`config.mk`:
```
export PLATFORM = sky130hd
export DESIGN_NAME = cfgd_engine
export DESIGN_NICKNAME = d
export VERILOG_FILES = /design/src/rtl/cfgd_pkg.sv /design/src/rtl/cfgd_decode.sv /design/src/rtl/cfgd_seq.sv /design/src/rtl/cfgd_engine.sv
export SDC_FILE = /design/constraint.sdc
export NUM_CORES = 1
export LEC_CHECK = 0
export ABC_AREA = 1
export CORE_MARGIN = 5
export CORE_UTILIZATION = 41
export CTS_BUF_LIST = sky130_fd_sc_hd__clkbuf_16
export CTS_CLUSTER_SIZE = 14
export DETAILED_ROUTE_END_ITERATION = 10
export SYNTH_ARGS = -nofsm -noshare
export SYNTH_HDL_FRONTEND = slang
export SYNTH_SLANG_ARGS = --single-unit
```
`constraint.sdc`:
```
create_clock -name clk -period 3.2 [get_ports clk]
set_input_delay 0.48 -clock clk [delete_from_list [all_inputs] [get_ports clk]]
set_output_delay 0.48 -clock clk [all_outputs]
set_load 0.02 [all_outputs]
```
`src/rtl/cfgd_pkg.sv`:
```
package cfgd_pkg;

  localparam int DW = 32;

  localparam logic [7:0] A_CTRL    = 8'h00;
  localparam logic [7:0] A_TXCLR   = 8'h08;
  localparam logic [7:0] A_RXFILL  = 8'h0C;
  localparam logic [7:0] A_DESC0   = 8'h10;
  localparam logic [7:0] A_WDATA   = 8'h20;
  localparam logic [7:0] A_TXSTAT  = 8'h24;
  localparam logic [7:0] A_INTSTAT = 8'hC8;
  localparam logic [7:0] A_RESULT  = 8'hCC;

  localparam logic [7:0] K_RD0 = 8'h04;
  localparam logic [7:0] K_RD1 = 8'h05;
  localparam logic [7:0] K_WR0 = 8'h44;
  localparam logic [7:0] K_WR1 = 8'h45;

  typedef struct packed {
    logic          issue;
    logic          write;
    logic [7:0]    bus;
    logic [7:0]    devfn;
    logic [11:0]   offset;
    logic [2:0]    len;
    logic [DW-1:0] data;
  } cfg_req_t;

  function automatic logic [2:0] be_count(input logic [3:0] be);
    logic [2:0] n;
    n = 3'd0;
    for (int i = 0; i < 4; i++) n = n + {2'b00, be[i]};
    return n;
  endfunction

  function automatic logic [1:0] be_first(input logic [3:0] be);
    logic [1:0] f;
    f = 2'd0;
    for (int i = 3; i >= 0; i--) if (be[i]) f = 2'(i);
    return f;
  endfunction

  function automatic logic [DW-1:0] be_pack(input logic [3:0] be,
                                            input logic [DW-1:0] d);
    logic [DW-1:0] r;
    int k;
    r = '0;
    k = 0;
    for (int i = 0; i < 4; i++) begin
      if (be[i]) begin
        r[k*8 +: 8] = d[i*8 +: 8];
        k++;
      end
    end
    return r;
  endfunction

endpackage

```
`src/rtl/cfgd_decode.sv`:
```
module cfgd_decode
  import cfgd_pkg::*;
#(
  parameter logic [7:0] ROOT_BUS = 8'h80
) (
  input  logic [7:0]    kind,
  input  logic [3:0]    be,
  input  logic [7:0]    bus,
  input  logic [7:0]    devfn,
  input  logic [9:0]    dw_idx,
  input  logic [DW-1:0] wd,
  output cfg_req_t      req
);

  logic        is_rd;
  logic        is_wr;
  logic [11:0] base;

  assign is_rd = (kind == K_RD0) || (kind == K_RD1);
  assign is_wr = (kind == K_WR0) || (kind == K_WR1);
  assign base  = {dw_idx, 2'b00};

  always_comb begin
    req        = '0;
    req.bus    = (bus == ROOT_BUS) ? 8'h00 : bus;
    req.devfn  = devfn;
    req.offset = base;
    if (is_rd) begin
      req.issue = 1'b1;
      req.write = 1'b0;
      req.len   = 3'd4;
    end else if (is_wr) begin
      req.issue  = (be != 4'h0);
      req.write  = 1'b1;
      req.len    = be_count(be);
      req.offset = base + {10'b0, be_first(be)};
      req.data   = be_pack(be, wd);
    end
  end

endmodule

```
`src/rtl/cfgd_seq.sv`:
```
module cfgd_seq
  import cfgd_pkg::*;
#(
  parameter int TIMEOUT = 16
) (
  input  logic          clk,
  input  logic          rst_n,
  input  logic          trig,
  input  cfg_req_t      req_in,
  input  logic          req_ready,
  input  logic          rsp_valid,
  input  logic          rsp_nodev,
  input  logic [DW-1:0] rsp_data,
  output logic          busy,
  output logic          fin,
  output logic          load_result,
  output logic [DW-1:0] result_val,
  output logic          req_valid,
  output cfg_req_t      req_q
);

  localparam int TW = $clog2(TIMEOUT + 1);
  localparam logic [TW-1:0] TLAST = TW'(TIMEOUT - 1);

  typedef enum logic [1:0] {S_IDLE, S_ISSUE, S_WAIT, S_DONE} st_e;

  st_e           st;
  logic [TW-1:0] tmr;
  logic          nodev_q;
  logic [DW-1:0] data_q;

  always_ff @(posedge clk or negedge rst_n) begin
    if (!rst_n) begin
      st      <= S_IDLE;
      tmr     <= '0;
      nodev_q <= 1'b0;
      data_q  <= '0;
      req_q   <= '0;
    end else begin
      unique case (st)
        S_IDLE: if (trig) begin
          req_q   <= req_in;
          nodev_q <= 1'b0;
          data_q  <= '0;
          st      <= req_in.issue ? S_ISSUE : S_DONE;
        end
        S_ISSUE: if (req_ready) begin
          tmr <= '0;
          st  <= S_WAIT;
        end
        S_WAIT: begin
          if (rsp_valid) begin
            nodev_q <= rsp_nodev;
            data_q  <= rsp_data;
            st      <= S_DONE;
          end else if (tmr == TLAST) begin
            nodev_q <= 1'b1;
            st      <= S_DONE;
          end else begin
            tmr <= tmr + 1'b1;
          end
        end
        default: st <= S_IDLE;
      endcase
    end
  end

  assign busy        = (st != S_IDLE);
  assign fin         = (st == S_DONE);
  assign req_valid   = (st == S_ISSUE);
  assign load_result = fin && req_q.issue && (nodev_q || !req_q.write);
  assign result_val  = nodev_q ? '1 : data_q;

endmodule

```
`src/rtl/cfgd_engine.sv`:
```
module cfgd_engine
  import cfgd_pkg::*;
#(
  parameter logic [7:0] ROOT_BUS = 8'h80,
  parameter int         TIMEOUT  = 16
) (
  input  logic        clk,
  input  logic        rst_n,
  input  logic        bus_we,
  input  logic [7:0]  bus_addr,
  input  logic [31:0] bus_wdata,
  output logic [31:0] bus_rdata,
  output logic        req_valid,
  input  logic        req_ready,
  output logic        req_write,
  output logic [7:0]  req_bus,
  output logic [7:0]  req_devfn,
  output logic [11:0] req_offset,
  output logic [2:0]  req_len,
  output logic [31:0] req_wdata,
  input  logic        rsp_valid,
  input  logic        rsp_nodev,
  input  logic [31:0] rsp_data,
  output logic        done_irq
);

  localparam int NDESC = 4;

  logic [DW-1:0] desc_q [NDESC];
  logic [DW-1:0] wdata_q;
  logic [DW-1:0] rxfill_q;
  logic [DW-1:0] result_q;
  logic          idle_q;
  logic          comp_q;
  logic          done_q;

  logic          trig_hit;
  logic          clr_done_hit;
  logic          clr_idle_hit;
  logic          fill_hit;
  logic          busy;
  logic          fin;
  logic          load_result;
  logic [DW-1:0] result_val;
  cfg_req_t      dec_req;
  cfg_req_t      cur_req;

  assign trig_hit     = bus_we && (bus_addr == A_TXSTAT)  && bus_wdata[0];
  assign clr_done_hit = bus_we && (bus_addr == A_INTSTAT) && bus_wdata[4];
  assign clr_idle_hit = bus_we && (bus_addr == A_TXCLR)   && bus_wdata[0];
  assign fill_hit     = bus_we && (bus_addr == A_CTRL)    && bus_wdata[4];

  for (genvar g = 0; g < NDESC; g++) begin : g_desc
    always_ff @(posedge clk or negedge rst_n) begin
      if (!rst_n) desc_q[g] <= '0;
      else if (bus_we && (bus_addr == A_DESC0 + 8'(4 * g))) desc_q[g] <= bus_wdata;
    end
  end

  always_ff @(posedge clk or negedge rst_n) begin
    if (!rst_n) begin
      wdata_q  <= '0;
      rxfill_q <= '0;
      result_q <= '0;
      idle_q   <= 1'b0;
      comp_q   <= 1'b0;
      done_q   <= 1'b0;
    end else begin
      if (bus_we && (bus_addr == A_WDATA)) wdata_q <= bus_wdata;
      if (fill_hit) rxfill_q <= '1;
      if (load_result) result_q <= result_val;
      if (fin) begin
        done_q <= 1'b1;
        comp_q <= 1'b1;
      end else if (clr_done_hit) begin
        done_q <= 1'b0;
        comp_q <= 1'b0;
      end
      if (fin) idle_q <= 1'b1;
      else if (clr_idle_hit) idle_q <= 1'b0;
    end
  end

  cfgd_decode #(.ROOT_BUS(ROOT_BUS)) u_decode (
    .kind   (desc_q[0][31:24]),
    .be     (desc_q[1][3:0]),
    .bus    (desc_q[2][31:24]),
    .devfn  (desc_q[2][23:16]),
    .dw_idx (desc_q[2][11:2]),
    .wd     (wdata_q),
    .req    (dec_req)
  );

  cfgd_seq #(.TIMEOUT(TIMEOUT)) u_seq (
    .clk         (clk),
    .rst_n       (rst_n),
    .trig        (trig_hit),
    .req_in      (dec_req),
    .req_ready   (req_ready),
    .rsp_valid   (rsp_valid),
    .rsp_nodev   (rsp_nodev),
    .rsp_data    (rsp_data),
    .busy        (busy),
    .fin         (fin),
    .load_result (load_result),
    .result_val  (result_val),
    .req_valid   (req_valid),
    .req_q       (cur_req)
  );

  assign req_write  = cur_req.write;
  assign req_bus    = cur_req.bus;
  assign req_devfn  = cur_req.devfn;
  assign req_offset = cur_req.offset;
  assign req_len    = cur_req.len;
  assign req_wdata  = cur_req.data;
  assign done_irq   = done_q;

  always_comb begin
    bus_rdata = '0;
    case (bus_addr)
      A_RXFILL:      bus_rdata = rxfill_q;
      A_DESC0:       bus_rdata = desc_q[0];
      A_DESC0 + 8'd4:  bus_rdata = desc_q[1];
      A_DESC0 + 8'd8:  bus_rdata = desc_q[2];
      A_DESC0 + 8'd12: bus_rdata = desc_q[3];
      A_WDATA:       bus_rdata = wdata_q;
      A_TXSTAT:      bus_rdata = {idle_q, 5'b0, comp_q, 25'b0};
      A_INTSTAT:     bus_rdata = {27'b0, done_q, 4'b0};
      A_RESULT:      bus_rdata = result_q;
      default:       bus_rdata = '0;
    endcase
  end

endmodule

```
# ---- Word level (Yosys, flattened, before mapping)
# Cells that the tools add are included.
dict set report totals {
  memories 0
  latchBits 0
  ram_bits 0
  output_inout_bits 98
  word_cells 150
  input_bits 78
  ff_bits 300
  mem_bits_ro 0
}
dict set report classes {
  n_bitwise 0
  shift 6
  multipliers 0
  reduce_logical 31
  order_cmp 0
  div_mod_pow 0
  n_mux 58
  n_eq_ne 25
  addsub 10
}
# op count
set ops {}
lappend ops {{$mux 32} 11}
lappend ops {{$pmux 32 s9} 1}
lappend ops {{$mux 29} 8}
lappend ops {{$neg 32->33} 3}
lappend ops {{$shift 8x33->32 const A} 3}
lappend ops {{$shiftx 8x33->32} 3}
lappend ops {{$bwmux 32} 3}
lappend ops {{$pmux 32 s2} 1}
lappend ops {{$add 29x2->29 const B} 2}
lappend ops {{$mux 47} 1}
lappend ops {{$eq 8x5->1 const B} 4}
lappend ops {{$mux 8} 4}
lappend ops {{$mux 2} 13}
lappend ops {{$eq 8x8->1 const B} 3}
lappend ops {{$eq 8x3->1 const B} 2}
lappend ops {{$eq 8x4->1 const B} 2}
lappend ops {{$eq 8x6->1 const B} 2}
lappend ops {{$eq 8x7->1 const B} 2}
lappend ops {{$logic_and 1x1->1} 15}
lappend ops {{$mux 5} 3}
lappend ops {{$add 12x2->12} 1}
lappend ops {{$mux 12} 1}
lappend ops {{$pmux 5 s2} 1}
lappend ops {{$reduce_and 3->1} 3}
lappend ops {{other kinds (21)} 38}

# ---- Longest topological paths before layout
# Gate-level depths: netlist of the first run.
dict set report logic_depth {
  depth_word 18
  ltp_mapped 15
  mapped_depth_nobuf 14
}

# ---- Cells and area by module
# A second synthesis of the first run with hierarchy kept.
dict set report unflattened {
  hier_cells 1800
  area_unflattened_um2 15230.9
}
# mod instances seq_area_each_um2 cells_each area_per_inst_um2
set by_module_without_submodules {}
lappend by_module_without_submodules {cfgd_engine 1 4879.7 1131 9193.8}
lappend by_module_without_submodules {cfgd_seq 1 2627.5 386 4580.6}
lappend by_module_without_submodules {cfgd_decode 1 0.0 283 1456.4}

# ---- Worst setup path before layout of the first run
# OpenSTA, ideal clock, no wires.
dict set report synth_path {
  path_type {reg2reg}
  from {register desc_q[64] (netlist bit)}
  to {register u_seq.req_q[21] (netlist bit)}
  slack_ns 0.412
  t_arrival_ns 2.665
  stages_incl_launch_ff 14
  setup_ns 0.123
  path_buffers 2
  synth_period_minus_slack_ns 2.788
  required_time_ns 3.077
  path_cell_list {dfrtp_1 > clkbuf_1 > inv_1 > ha_1 > nand2_1 > o21ai_0 > ha_1 > ha_1 > nand2_1 > nor3_1 > nand2_1 > clkbuf_1 > o21ai_0 > o21ai_1}
}
dict set report synth_via {
  elab_chain_cells 17
  elab_cells_between_ends 32
  cone_classes {add/sub (5); shift (6); mux (21)}
}
# item line_no
set synth_lines {}
lappend synth_lines {{from (decl)} cfgd_engine.sv:29} ;# logic [DW-1:0] desc_q [NDESC];
lappend synth_lines {{from (signal, indexed assignment)} cfgd_engine.sv:56} ;# else if (bus_we && (bus_addr == A_DESC0 + 8'(4 * g))) desc_q[g] <= bus_wdata;
lappend synth_lines {{$mux 1 *} cfgd_pkg.sv:50} ;# if (be[i]) begin
lappend synth_lines {{$mux 29 *} cfgd_decode.sv:32} ;# end else if (is_wr) begin
lappend synth_lines {{$mux 29 *} cfgd_decode.sv:28} ;# if (is_rd) begin
lappend synth_lines {{$add 29x2->29 / $neg 32->33 (equally long branches)} {cfgd_pkg.sv:52, cfgd_pkg.sv:51}}
lappend synth_lines {{$mux 29, or another cell as far along} cfgd_pkg.sv:50}
lappend synth_lines {{$mux 29 / $bwmux 32 (equally long branches)} {cfgd_decode.sv:32, cfgd_pkg.sv:51}}
lappend synth_lines {{$mux 29 / $mux 32 (equally long branches)} {cfgd_decode.sv:28, cfgd_pkg.sv:50}}
lappend synth_lines {{$add 29x2->29, or another cell as far along} cfgd_pkg.sv:52} ;# k++;
lappend synth_lines {{$mux 29, or another cell as far along} cfgd_pkg.sv:50}
lappend synth_lines {{$mux 29 / $bwmux 32 (equally long branches)} {cfgd_decode.sv:32, cfgd_pkg.sv:51}}
lappend synth_lines {{$mux 29 / $mux 32 (equally long branches)} {cfgd_decode.sv:28, cfgd_pkg.sv:50}}
lappend synth_lines {{$neg 32->33 / $mux 32 (equally long branches)} {cfgd_pkg.sv:51, cfgd_decode.sv:32}}
lappend synth_lines {{$shiftx 8x33->32, or another cell as far along} cfgd_pkg.sv:51} ;# r[k*8 +: 8] = d[i*8 +: 8];
lappend synth_lines {{$bwmux 32} cfgd_pkg.sv:51}
lappend synth_lines {{$mux 32 *} cfgd_pkg.sv:50}
lappend synth_lines {{$mux 47 *} cfgd_decode.sv:32}
lappend synth_lines {{$mux 32 *} cfgd_decode.sv:28}
lappend synth_lines {{to (signal assigned)} cfgd_seq.sv:42} ;# req_q <= req_in;
lappend synth_lines {{to (decl)} cfgd_seq.sv:19} ;# output cfg_req_t req_q
# Every way passes the cells marked *; elsewhere a longest branch is shown, timed or not. The select of a mux whose other input is x is not followed.
# A chain may end at the register's enable or synchronous reset.

# ---- Worst setup path after layout of the first run
dict set report layout_path {
  from {input bus_addr[7]}
  to {output bus_rdata[30]}
}
dict set report layout_via {
  elab_chain_cells 2
  elab_cells_between_ends 10
  cone_classes {eq/ne (9); mux (1)}
}
# item line_no
set layout_lines {}
lappend layout_lines {{from (decl)} cfgd_engine.sv:10} ;# input logic [7:0] bus_addr,
lappend layout_lines {{$eq 8x8->1, or another cell as far along} cfgd_engine.sv:121} ;# case (bus_addr)
lappend layout_lines {{$pmux 32 s9 *} cfgd_engine.sv:121}
lappend layout_lines {{to (decl)} cfgd_engine.sv:12} ;# output logic [31:0] bus_rdata,
# Every way passes the cells marked *; elsewhere a longest branch is shown, timed or not.

==> results.md, run 1 <==
Run status:
- The flow ran to the end, and the final reports show no timing, DRC or antenna violations.

Synthesis:
- After synthesis, the mean cell area works out to 7.85 um^2.
- The sequential fraction of the synthesis area is 51.1%.
- Measured against the total synthesized area, the mux share comes to 0%.
- The main combinational cell family by area after synthesis is simple AND/OR/NAND/NOR gates.
- The synthesized netlist cell count is approximately 1,900.
- The fraction of the mapped netlist area in adder cells is 1.29%.
- The synthesized netlist devotes 14.3% of its cell area to compound gates.
- The xor and xnor area share after synthesis is less than 1%.
- The simple-gate portion of the synthesized area is approximately 23%.
- For this run, the number of Yosys warnings is 0.
- The post-synthesis net count is slightly below 2,000.
- The synthesized design contains 0 enable-type register cells.
- For this run, asynchronously set or reset flops after synthesis account for 100%.
- The most used flip-flop cell after synthesis is sky130_fd_sc_hd__dfrtp_1.
- The number of distinct library cells after synthesis is 37.
- The netlist area before placement is 0.0147 mm^2.
- The register bit count reported by yosys is 300.

Setup path:
- For flop-to-flop paths, the worst setup slack is 270 ps.
- The worst setup path is launched from an input port.
- Data on the critical path arrives at its endpoint at ~2600 ps.
- Of all nets on the critical path, the largest fanout is 18.
- The dominant cell type by count on the critical path is sky130_fd_sc_hd__clkdlybuf4s50_1.
- The endpoint of the worst register-to-register path is u_seq.req_q[2].
- The cell family contributing the most delay on the critical path is buffers and inverters.
- The worst setup path is captured at an output port.
- The slowest stage of the critical path is the sky130_fd_sc_hd__clkdlybuf4s50_1 cell.
- The required time at the endpoint of the critical path is between 2000 and 3000 ps.
- The number of buffers and inverters on the critical path is 3.
- The path type of the worst setup path is in -> out.
- The worst register-to-register path begins at desc_q[65].
- The cell depth of the worst flop-to-flop path is 14.
- For this run, the slowest stage of the critical path takes between 600 and 700 ps.
- The critical path goes through clkdlybuf4s50_1 > nor2_2 > nand3_4 > nor2_4 > inv_2 > o21ai_0 > nor2_1 > nand2_1 > clkdlybuf4s50_1.

STA:
- Counting I/O delays and the setup requirement, the final critical path takes about 3100 ps.
- The number of setup violations in the final report is 0.
- The worst pin sits at a relative slew slack of ~46%.
- The number of pins with negative max-slew slack in the final report is 0.
- Setup repair after global routing could not meet its margin everywhere.
- The final count of hold timing violations came to 0.
- Derived from the worst setup path, the maximum achievable clock frequency is between 300 and 400 MHz.
- The worst path uses between 90% and 100% of the clock period.
- The worst setup skew after layout is just under 10 ps.
- At the pin with the least slew margin, the transition time is about 810 ps.

Global route:
- Entering global routing, the biggest net connects ~80 pins.
- For this run, the total global-route usage over all layers was measured as around 22%.
- After global routing the overflow that remains totals 0.
- The initial antenna violation count is 0.
- The first-pass GRT wire length is around 70,000 um.
- The number of global-route vias before repair came to about 12,000.

Route:
- Dividing the detail-routed wire length by the instance count gives 17.8 um.
- Wires add up to roughly 44,000 um.
- Dividing the detail-routed via count by the number of cells gives 4.99.
- The number of detailed-routing iterations run before antenna repair is 6.
- The initial DRC count is around 880.
- The number of design rule violations left after detail routing is 0.
- The count of antenna-violating nets left after detailed routing is 0.
- For this block, the via count after detailed routing is 12,340.

CTS:
- Post-CTS timing repair inserted 0 buffers for setup.
- The clock latency on the worst-skew pair is around 500 ps.
- The number of buffers on the longest clock path is 3.
- The clock-pin slew on the worst setup and hold paths is around 60 ps.
- The CTS tree is done.
- The tree is rooted in a sky130_fd_sc_hd__clkbuf_16.
- The total CTS buffers is 34.
- In this run the number of H-tree levels came out at 2.
- The clock sink count is 300.

Power and ir drop:
- In this run switching power makes up ~29% of total power.
- In this run, the combinational gates consume 16.5% of the power.
- The worst IR drop on VDD is just under 400 uV.
- Power spread over the standard cell area amounts to 552 mW/mm^2.
- The share of total power dissipated in sequential elements is a little under half.
- The power dissipated by switching net loads is roughly 0.0029 W.
- For this design the static power due to leakage is 8.81 nW.
- The proportion of power drawn by the clock network is 37.7%.
- The internal portion of the total power is between 0.006 and 0.007 W.
- The total power consumption of the routed design is ~0.0098 W.

Hold path:
- The path with the worst hold slack has its endpoint at rxfill_q[0].
- The start point of the worst hold path is rxfill_q[0].
- The path class of the lowest-slack min-delay path is reg -> reg.
- Counting instances, the worst hold path has a depth of 1.

Die:
- The number of rows created at floorplan is 69.
- The core area is around 0.035 mm^2.
- The initial core utilization is approximately 41%.
- The horizontal die dimension is 199 um.
- The die covers between 0.03 and 0.04 mm^2.
- For this design the top-level I/O count stands at between 150 and 200.
- The die is between 150 and 200 um tall.

Final layout:
- The number of antenna diodes is 0.
- Summing all non-filler instances in the final layout gives an area of 0.0178 mm^2.
- In the layout the commonest cells are sky130_fd_sc_hd__nand2_1, sky130_fd_sc_hd__o21ai_0, sky130_fd_sc_hd__dfrtp_1.
- Leaving out fill and tap cells, the most frequent cell in the layout is sky130_fd_sc_hd__nand2_1.
- The fraction of layout instances using a drive strength above 1 is ~7%.
- At the end of the flow, the number of nets in the layout was 2,080.
- The layout-stage area growth over the synthesis result is 21.3%.
- The final core utilization is 50.2%.

Placed design:
- The congestion estimate from routability-driven global placement came to just over 0.9.
- The sum of net half-perimeters after detailed placement is between 30,000 and 40,000 um.
- Input and output buffers added on the ports amount to around 180.
- The cell area reported after detailed placement is 0.0167 mm^2.

Flow run:
- The max capacitance violation total is 0.
## area by class of cell
| class | count | area, um^2 |
|---|---|---|
| fillers | 3521 | 17700 |
| flip-flops and latches | 300 | 7510 |
| multi-input cells | 1249 | 5640 |
| repair buffers | 230 | 2410 |
| clock buffers | 34 | 851 |
| inverters | 173 | 649 |
| well taps | 461 | 577 |
| clock inverters | 24 | 195 |
## flip-flops by register name, indices dropped and copies added, names as in the netlist
signal / cells
desc_q: 128
u_seq.req_q: 65
result_q: 32
u_seq.data_q: 32
wdata_q: 32
u_seq.tmr: 5
u_seq.st: 2
done_irq: 1
idle_q: 1
rxfill_q: 1
u_seq.nodev_q: 1
## power by group through the flow
stage / Sequential [W] / Combinational [W] / Clock (W)
after floorplan: 0.00450 / 0.00107 / 0
final: 0.00451 / 0.00162 / 0.00370
after detailed placement: 0.00457 / 0.00163 / 0
after global routing: 0.00457 / 0.00187 / 0.00397
after global placement: 0.00456 / 0.00160 / 0
after CTS: 0.00451 / 0.00164 / 0.00381
## cells in the mapped netlist (10+ instances only)
| library cell | number | area, um^2 |
|---|---|---|
| sky130_fd_sc_hd__o21ai_1 | 84 | 420 |
| sky130_fd_sc_hd__o21ai_0 | 319 | 1600 |
| sky130_fd_sc_hd__ha_1 | 12 | 150 |
| sky130_fd_sc_hd__nand2_1 | 623 | 2340 |
| sky130_fd_sc_hd__nor2_1 | 116 | 435 |
| sky130_fd_sc_hd__buf_6 | 10 | 113 |
| sky130_fd_sc_hd__clkbuf_1 | 41 | 154 |
| sky130_fd_sc_hd__nand3_1 | 44 | 220 |
| sky130_fd_sc_hd__dfrtp_1 | 300 | 7510 |
| sky130_fd_sc_hd__inv_2 | 10 | 37.5 |
| sky130_fd_sc_hd__inv_1 | 161 | 604 |
| sky130_fd_sc_hd__buf_2 | 30 | 150 |
| sky130_fd_sc_hd__buf_4 | 64 | 480 |
## layer usage
layer	share of wire [%]	up-vias	wire, um	track usage (%)
li1	-	6094	-	-
met1	48	5777	20900	33.6
met2	44	422	19200	33.0
met3	7.3	47	3190	4.15
met4	1.3	0	585	4.03
met5	0	-	0	0
## worst reg2reg max path, stage by stage (launching register included)
cell,delay (ps)
sky130_fd_sc_hd__dfrtp_1,430
sky130_fd_sc_hd__inv_1,260
sky130_fd_sc_hd__ha_1,330
sky130_fd_sc_hd__nand2_1,110
sky130_fd_sc_hd__o21ai_0,130
sky130_fd_sc_hd__ha_1,190
sky130_fd_sc_hd__ha_1,260
sky130_fd_sc_hd__nor2_1,120
sky130_fd_sc_hd__nand3b_1,290
sky130_fd_sc_hd__buf_4,280
sky130_fd_sc_hd__nand2_1,60
sky130_fd_sc_hd__nor2_1,40
sky130_fd_sc_hd__nor2_1,190
sky130_fd_sc_hd__nand2_1,110
sky130_fd_sc_hd__nand2_1,70
## per-stage QoR
| step | setup WS [ps] | TNS [ps] | std cells | hold slack (ps) |
|---|---|---|---|---|
| after floorplan | 412 | 0 | 1871 | 184 |
| after CTS | 0.521 | 0 | 2471 | 477 |
| after detailed placement | -61.8 | -268 | 2412 | 462 |
| final | 82.4 | 0 | 2471 | 477 |
| after global routing | -44.2 | -44.2 | 2471 | 494 |
| after global placement | -62.6 | -160 | 2412 | 457 |
## how the worst max path moves through the flow
stage          depth (start not counted)         endpoint  slack [ps]   startpoint
2_1_floorplan                         13  u_seq.req_q[21]         410   desc_q[64]
3_3_place_gp                          11    bus_rdata[29]         -60  bus_addr[1]
3_5_place_dp                          11    bus_rdata[31]         -60  bus_addr[1]
4_1_cts                               11    bus_rdata[29]         0.5  bus_addr[1]
5_1_grt                                9    bus_rdata[30]         -40  bus_addr[7]
6_report                               9    bus_rdata[30]          80  bus_addr[7]
## repair_timing
| item | 4_1_cts | 5_1_grt |
|---|---|---|
| gates resized for setup | 5 | 29 |
| endpoints found under the setup margin | 12 | 28 |
| hold buffers | 1 | 0 |
| hold endpoints to repair | 37 | 0 |
## cell families after synthesis
family	Yosys count
fa+ha+maj	14
simple gates	820
buf+inv	322
flops	300
compound gates	414
xor+xnor	1
(Power assumes the default switching activity.)
==> run 2: changes to the inputs <==
==> constraint.sdc (replaced) <==
create_clock -name clk -period 3.2 [get_ports clk]
set_input_delay 0.64 -clock clk [delete_from_list [all_inputs] [get_ports clk]]
set_output_delay 0.64 -clock clk [all_outputs]
set_load 0.02 [all_outputs]
==> results.md, run 2 (synthesized netlist as in run 1, its figures left out) <==
Final layout:
- The number of nets in the final layout is 2,088 (+0.38%).
- The number of antenna diodes is 0 (unchanged).
- The layout-stage area growth over the synthesis result is 21.0%.
- The number of flip-flops under the largest register name is 128 (unchanged).
- In the final layout, the registers with the most flip-flops are desc_q: 128 flops, u_seq.req_q: 65 flops.
- The final core utilization came to 50.1% (-0.14 points).
- Leaving out fill and tap cells, the most frequent cells in the layout are sky130_fd_sc_hd__nand2_1, sky130_fd_sc_hd__o21ai_0, sky130_fd_sc_hd__dfrtp_1.
- The fraction of layout instances using a drive strength above 1 is 9.01% (+2.1 points).
- The library cell used most frequently in the layout, excluding fill and tap cells, is sky130_fd_sc_hd__nand2_1.
- More flip-flops sit in one register than any other, and that register is desc_q.

Route:
- The number of vias after detailed routing is 12,395 (+0.45%).
- The count of antenna-violating nets left after detailed routing is 0 (unchanged).
- The number of detailed-routing iterations run before antenna repair is 5 (-1).
- The routed wire length per instance is 17.7 um (-0.21%).
- The wire length after detailed routing is 44,000 um (+0.20%).
- The detailed route wirelength on metal2 was 19,300 um (+0.25%).
- The initial DRC count is 821 (-6.4%).
- The total met3 wirelength after detailed routing is 2880 um (-9.7%).
- The wire length on met1 is 21,100 um (+0.96%).
- The via density per instance is 5.00 (about the same).
- The number of design rule violations left after detail routing is 0 (unchanged).
- The detailed router used layers up to and including met4.

Power and ir drop:
- The total power consumption of the routed design came to 0.0101 W (+2.7%).
- The power dissipated by switching net loads is 0.00291 W (+1.2%).
- The total leakage power is 8.42 nW (-4.3%).
- The power share of the sequential group was 44.6% (-1.2 points).
- The proportion of power drawn by the clock network is 39.4% (+1.7 points).
- The switching part of the total power was 28.8% (-0.44 points).
- The combinational cell fraction of total power is 16.0% (-0.5 points).
- The power per unit of standard cell area is 569 mW/mm^2 (+3.0%).
- The worst IR drop on VDD came to 299 uV (-23%).
- The internal power contribution was 0.00720 W (+3.4%).

Run status:
- The flow ran to the end, and the final reports show no timing, DRC or antenna violations.

Placed design:
- The routability congestion estimate is 0.888 (-2.5%).
- The port buffer count is 175 (unchanged).
- The pre-CTS setup slack is -360 ps (-298 ps).
- The sum of net half-perimeters after detailed placement is 32,000 um (-0.30%).

Setup path:
- The cell family contributing the most delay on the critical path is buffers and inverters.
- The peak per-stage delay on the critical path is 480 ps (-130 ps).
- The signal arrival time at the worst endpoint is 2430 ps (-210 ps).
- The critical path goes through clkdlybuf4s50_1 > inv_2 > nand2_1 > nor3_1 > buf_4 > nand2_1 > buf_4 > o21ai_0 > inv_1 > nand3_1 > clkbuf_2.
- STA classifies the critical path endpoint as an output port.
- The maximum fanout along the worst path is 4 (-14).
- For this design, the slowest cell found on the critical path is sky130_fd_sc_hd__clkdlybuf4s50_1.
- The number of buffers and inverters on the critical path is 6 (+3).
- The startpoint class of the critical path is an input port.
- The required time at the endpoint of the critical path was 2560 ps (-160 ps).
- The critical path is of the in -> out type.

Die:
- The count of boundary I/O pins came to 176 (unchanged).
- The die footprint is 0.0397 mm^2 (unchanged).
- The number of rows created at floorplan is 69 (unchanged).
- The initial core utilization was 41.4% (unchanged).
- The horizontal die dimension is 199 um (unchanged).
- The die height was 199 um (unchanged).
- The core area is 0.0355 mm^2 (unchanged).

Global route:
- The overall routing resource usage was 22.0% (+0.035 points).
- The number of global-route vias before repair is 11,776 (-0.35%).
- The maximum number of pins on one net before global-route repair was 71 (-10%).
- The total global routing overflow is 0 (unchanged).
- The first-pass GRT wire length came to 68,600 um (+0.55%).
- The initial antenna violation count is 0 (unchanged).

CTS:
- Clock tree synthesis selected as its root buffer the cell sky130_fd_sc_hd__clkbuf_16.
- The clock-pin slew on the worst setup and hold paths was 50 ps (about the same).
- The clock latency on the worst-skew pair is 520 ps (about the same).
- The CTS tree is done.
- The hold buffer count at cts came to 0 (-1).
- The clock sink count is 300 (unchanged).
- The number of buffers on the longest clock path came to 3 (unchanged).
- The H-tree depth is 2 (unchanged).
- The total CTS buffers came to 36 (+5.9%).

STA:
- The final worst-path cycle share is 95.9% (-1.6 points).
- The maximum frequency from static timing analysis came to 326 MHz (+1.6%).
- The relative slew slack is 47.9% (+2.3 points).
- The final critical delay including setup and external delays came to 3070 ps (-50.3 ps).
- The number of pins with negative max-slew slack in the final report is 0 (unchanged).
- The worst setup skew after layout came to 20.8 ps (+10.8 ps).
- Setup repair after global routing left no endpoint under its margin.
- The final sum of negative setup slack is 0 ps (unchanged).
- The final count of hold timing violations is 0 (unchanged).
- The final worst setup slack was 133 ps (+50.3 ps).
- The transition time at the pin with the least slew margin was 779 ps (-34.4 ps).
- The number of setup violations in the final report is 0 (unchanged).

Flow run:
- The max capacitance violation total is 0 (unchanged).

Hold path:
- The path class of the lowest-slack min-delay path is in -> async.
run 2: cell types whose count changed in the layout (fill, tap and decap cells not counted), sizes merged, moves of 2 or more:
cell,delta
buf,+8
dlymetal6s2s,-26
clkbuf,+34
clkdlybuf4s50,-2
dlygate4sd2,-4
run 2: layout make-up:
type / count / area [um^2]
clock buffers: 37 / 926
clock inverters: 25 / 216
fillers: 3488 / 17700
inverters: 173 / 654
multi-input cells: 1249 / 5640
flip-flops and latches: 300 / 7510
well taps: 461 / 577
repair buffers: 236 / 2250
run 2: timing repair:
action,4_1_cts,5_1_grt
cloned,0,0
setup endpoints to repair,32,34
buffers inserted,0,2
gates resized for setup,50,59
pin swaps,0,2
run 2: metrics by stage:
stage | hold WS, ps | cell area, um^2 | std cells
finish | 102 | 17800 | 2481
global route | 130 | 17800 | 2481
CTS | 116 | 17900 | 2479
detailed placement | 462 | 16700 | 2417
global placement | 462 | 16700 | 2417
floorplan | 344 | 14700 | 1871
run 2: worst paths after layout:
kind	cells after the start	start	end	slack (ps)
setup / recovery	11	bus_addr[4]	bus_rdata[0]	130
hold / removal	1	rst_n	u_seq.req_q[51]	100
setup reg to reg	9	desc_q[65]	u_seq.req_q[17]	350
hold reg to reg	2	idle_q	idle_q	480
max in group asynchronous	2	rst_n	desc_q[21]	2270
min in group clk	2	idle_q	idle_q	480
run 2: per-layer routing:
layer  up-vias  track usage, %
met5         -               0
met2       362            33.4
met3        57            3.30
li1       6133               -
met1      5843            33.8
met4         0            4.31
run 2: power by group through the flow:
stage          Clock (W)  Sequential [W]  Combinational, W
2_1_floorplan          0         0.00450           0.00107
3_3_place_gp           0         0.00456           0.00159
3_5_place_dp           0         0.00457           0.00162
4_1_cts          0.00407         0.00451           0.00163
5_1_grt          0.00421         0.00456           0.00185
6_report         0.00398         0.00451           0.00162
run 2: worst register-to-register path: stages, from the launching register on:
cell and delay (ps):
sky130_fd_sc_hd__dfrtp_1 430, sky130_fd_sc_hd__inv_1 230, sky130_fd_sc_hd__fa_1 490, sky130_fd_sc_hd__ha_1 200
sky130_fd_sc_hd__ha_1 320, sky130_fd_sc_hd__nand2_1 80, sky130_fd_sc_hd__nor3_1 130, sky130_fd_sc_hd__nand2_1 300
sky130_fd_sc_hd__o21ai_0 410, sky130_fd_sc_hd__o21ai_1 110
==> run 3: changes to the inputs <==
--- a/config.mk
+++ b/config.mk
@@ -7,7 +7,7 @@
 export LEC_CHECK = 0
 export ABC_AREA = 1
 export CORE_MARGIN = 5
-export CORE_UTILIZATION = 41
+export CORE_UTILIZATION = 31
 export CTS_BUF_LIST = sky130_fd_sc_hd__clkbuf_16
 export CTS_CLUSTER_SIZE = 14
 export DETAILED_ROUTE_END_ITERATION = 10
==> results.md, run 3 (synthesized netlist as in run 1, its figures left out) <==
STA:
- The final count of hold timing violations came to 0 (unchanged).
- The number of setup violations in the final report is 0 (unchanged).
- The final worst-path cycle share is 98.2% (+2.3 points).
- The worst hold slack across all endpoints came to 97.8 ps (-4.48 ps).
- The final sum of negative setup slack is 0 ps (unchanged).
- Setup repair after global routing could not meet its margin everywhere.
- The number of pins with negative max-slew slack in the final report is 0 (unchanged).
- The final worst setup slack is 58.5 ps (-74.3 ps).
- The transition time at the pin with the least slew margin is 773 ps (-6.52 ps).
- The worst setup skew after layout was 25.9 ps (+5.19 ps).
- The maximum frequency from static timing analysis is 318 MHz (-2.4%).
- The relative slew slack was 48.5% (+0.55 points).
- The final critical delay including setup and external delays was 3140 ps (+74.3 ps).

CTS:
- The number of buffers on the longest clock path is 3 (unchanged).
- CTS placed an instance of sky130_fd_sc_hd__clkbuf_16 at the clock tree root.
- The clock-pin slew on the worst setup and hold paths is 60 ps (about the same).
- The H-tree depth is 2 (unchanged).
- The total CTS buffers is 36 (unchanged).
- The CTS tree is done.
- The clock latency on the worst-skew pair is 550 ps (+30 ps).
- The hold buffer count at cts is 0 (unchanged).
- The clock sink count is 300 (unchanged).

Setup path:
- The peak per-stage delay on the critical path is 450 ps (-30 ps).
- Walking the worst path, the cells encountered are clkdlybuf4s50_1 > nor2_2 > nand3_4 > inv_1 > nand2_2 > inv_2 > buf_4 > nand2_1 > nand2_1 > nor2_1 > nand2_1 > clkdlybuf4s15_2.
- The path type of the worst setup path is in -> out.
- The signal arrival time at the worst endpoint is 2500 ps (+70 ps).
- The cell family contributing the most delay on the critical path is buffers and inverters.
- The slowest stage of the critical path is the sky130_fd_sc_hd__clkdlybuf4s50_1 cell.
- The number of buffers and inverters on the critical path is 5 (-1).
- The startpoint class of the critical path is an input port.
- In this run the worst setup path begins at bus_addr[7].
- The dominant cell type by count on the critical path is sky130_fd_sc_hd__nand2_1.
- The worst register-to-register path begins at desc_q[66].
- The worst setup path is captured at an output port.
- The maximum fanout along the worst path is 10 (+6).
- The required time at the endpoint of the critical path was 2560 ps (about the same).

Final layout:
- The final instance area is 0.0182 mm^2 (+2.2%).
- desc_q holds more flip-flops than any other register.
- The final core utilization was 38.8% (-11 points).
- The number of nets in the final layout is 2,099 (+0.53%).
- The library cells used most frequently in the layout, excluding fill and tap cells, are sky130_fd_sc_hd__nand2_1, sky130_fd_sc_hd__o21ai_0, sky130_fd_sc_hd__dfrtp_1.
- The number of antenna diodes is 0 (unchanged).
- The count of fill cells added during filler insertion came to 4,835 (+39%).
- Leaving out fill and tap cells, the most frequent cell in the layout is sky130_fd_sc_hd__nand2_1.
- The sequential cell area is 0.00751 mm^2 (unchanged).
- The fraction of layout instances using a drive strength above 1 is 9.85% (+0.84 points).
- Compared with the post-synthesis result, the final layout area differs by 23.6%.
- The largest registers in the layout are desc_q: 128 flops, u_seq.req_q: 65 flops.
- The total area of multi-input combinational cells is 0.00567 mm^2 (+0.55%).
- The number of flip-flops under the largest register name came to 128 (unchanged).

Die:
- The count of boundary I/O pins came to 176 (unchanged).
- The die height came to 228 um (+14%).
- The die footprint is 0.0519 mm^2 (+31%).
- The initial core utilization is 31.4% (-10 points).
- The number of rows created at floorplan is 79 (+14%).
- The core area is 0.0468 mm^2 (+32%).
- The horizontal die dimension is 228 um (+14%).

Global route:
- The overall routing resource usage is 17.7% (-4.3 points).
- The initial antenna violation count is 3 (+3).
- The number of global-route vias before repair is 12,229 (+3.8%).
- The total global routing overflow is 0 (unchanged).
- The first-pass GRT wire length came to 73,300 um (+6.9%).
- The maximum number of pins on one net before global-route repair is 85 (+20%).

Route:
- The wire length after detailed routing is 47,000 um (+6.8%).
- The number of vias after detailed routing is 12,604 (+1.7%).
- The number of design rule violations left after detail routing is 0 (unchanged).
- The count of antenna-violating nets left after detailed routing is 0 (unchanged).
- The initial DRC count was 1,235 (+50%).
- The via density per instance came to 4.78 (-4.4%).
- The number of detailed-routing iterations run before antenna repair is 6 (+1).
- The routed wire length per instance is 17.8 um (+0.46%).

Placed design:
- The routability congestion estimate is 0.900 (+1.4%).
- The cell area reported after detailed placement is 0.0170 mm^2 (+1.4%).
- The pre-CTS setup slack is -475 ps (-116 ps).
- The sum of net half-perimeters after detailed placement was 34,800 um (+8.9%).
- The port buffer count is 175 (unchanged).

Flow run:
- The max capacitance violation total is 0 (unchanged).

Power and ir drop:
- The total leakage power was 8.52 nW (+1.1%).
- The worst IR drop on VDD is 336 uV (+12%).
- The power per unit of standard cell area is 567 mW/mm^2 (-0.34%).

Hold path:
- The path class of the lowest-slack min-delay path is in -> async.

Run status:
- The flow ran to the end, and the final reports show no timing, DRC or antenna violations.
run 3: final cells by class:
| cell class | count | area share, % |
|---|---|---|
| Multi-Input combinational cell | 1249 | 31.3 |
| Timing Repair Buffer | 247 | 13.2 |
| Tap cell | 607 | 4.18 |
| Clock buffer | 38 | 5.24 |
| Clock inverter | 24 | 1.24 |
| Inverter | 173 | 3.59 |
| Sequential cell | 300 | 41.3 |
run 3: worst paths after layout:
kind | to | slack (ps) | depth (start not counted)
max reg2reg | u_seq.req_q[17] | 330 | 9
min reg2reg | u_seq.req_q[49] | 480 | 2
max | bus_rdata[4] | 60 | 12
min | u_seq.req_q[50] | 100 | 1
min in group clk | u_seq.req_q[49] | 480 | 2
max in group asynchronous | u_seq.req_q[44] | 2270 | 2
run 3: what timing repair did:
item	CTS	global route
pin swaps	1	1
gates resized for setup	92	40
buffers inserted	2	0
setup endpoints to repair	31	32
gates cloned	0	1
run 3: routing by layer:
layer	share of wire [%]	track usage, %	vias up
li1	-	-	6151
met1	47	25.5	5990
met2	44	27.4	383
met3	6.7	4.25	74
met4	2.2	4.03	6
met5	0.087	0	-
run 3: where the power goes:
part           total (W)  leakage [nW]  switching, W  internal [W]
Clock            0.00411         0.587       0.00164       0.00247
Sequential       0.00451          4.10      0.000235       0.00428
Combinational    0.00167          3.83       0.00113      0.000536
run 3: metrics by stage:
| step | power (W) | instances |
|---|---|---|
| 6_report | 0.0103 | 2638 |
| 5_1_grt | 0.0109 | 2638 |
| 4_1_cts | 0.0104 | 2637 |
| 3_5_place_dp | 0.00624 | 2573 |
| 3_3_place_gp | 0.00619 | 2573 |
| 2_1_floorplan | 0.00557 | 1871 |
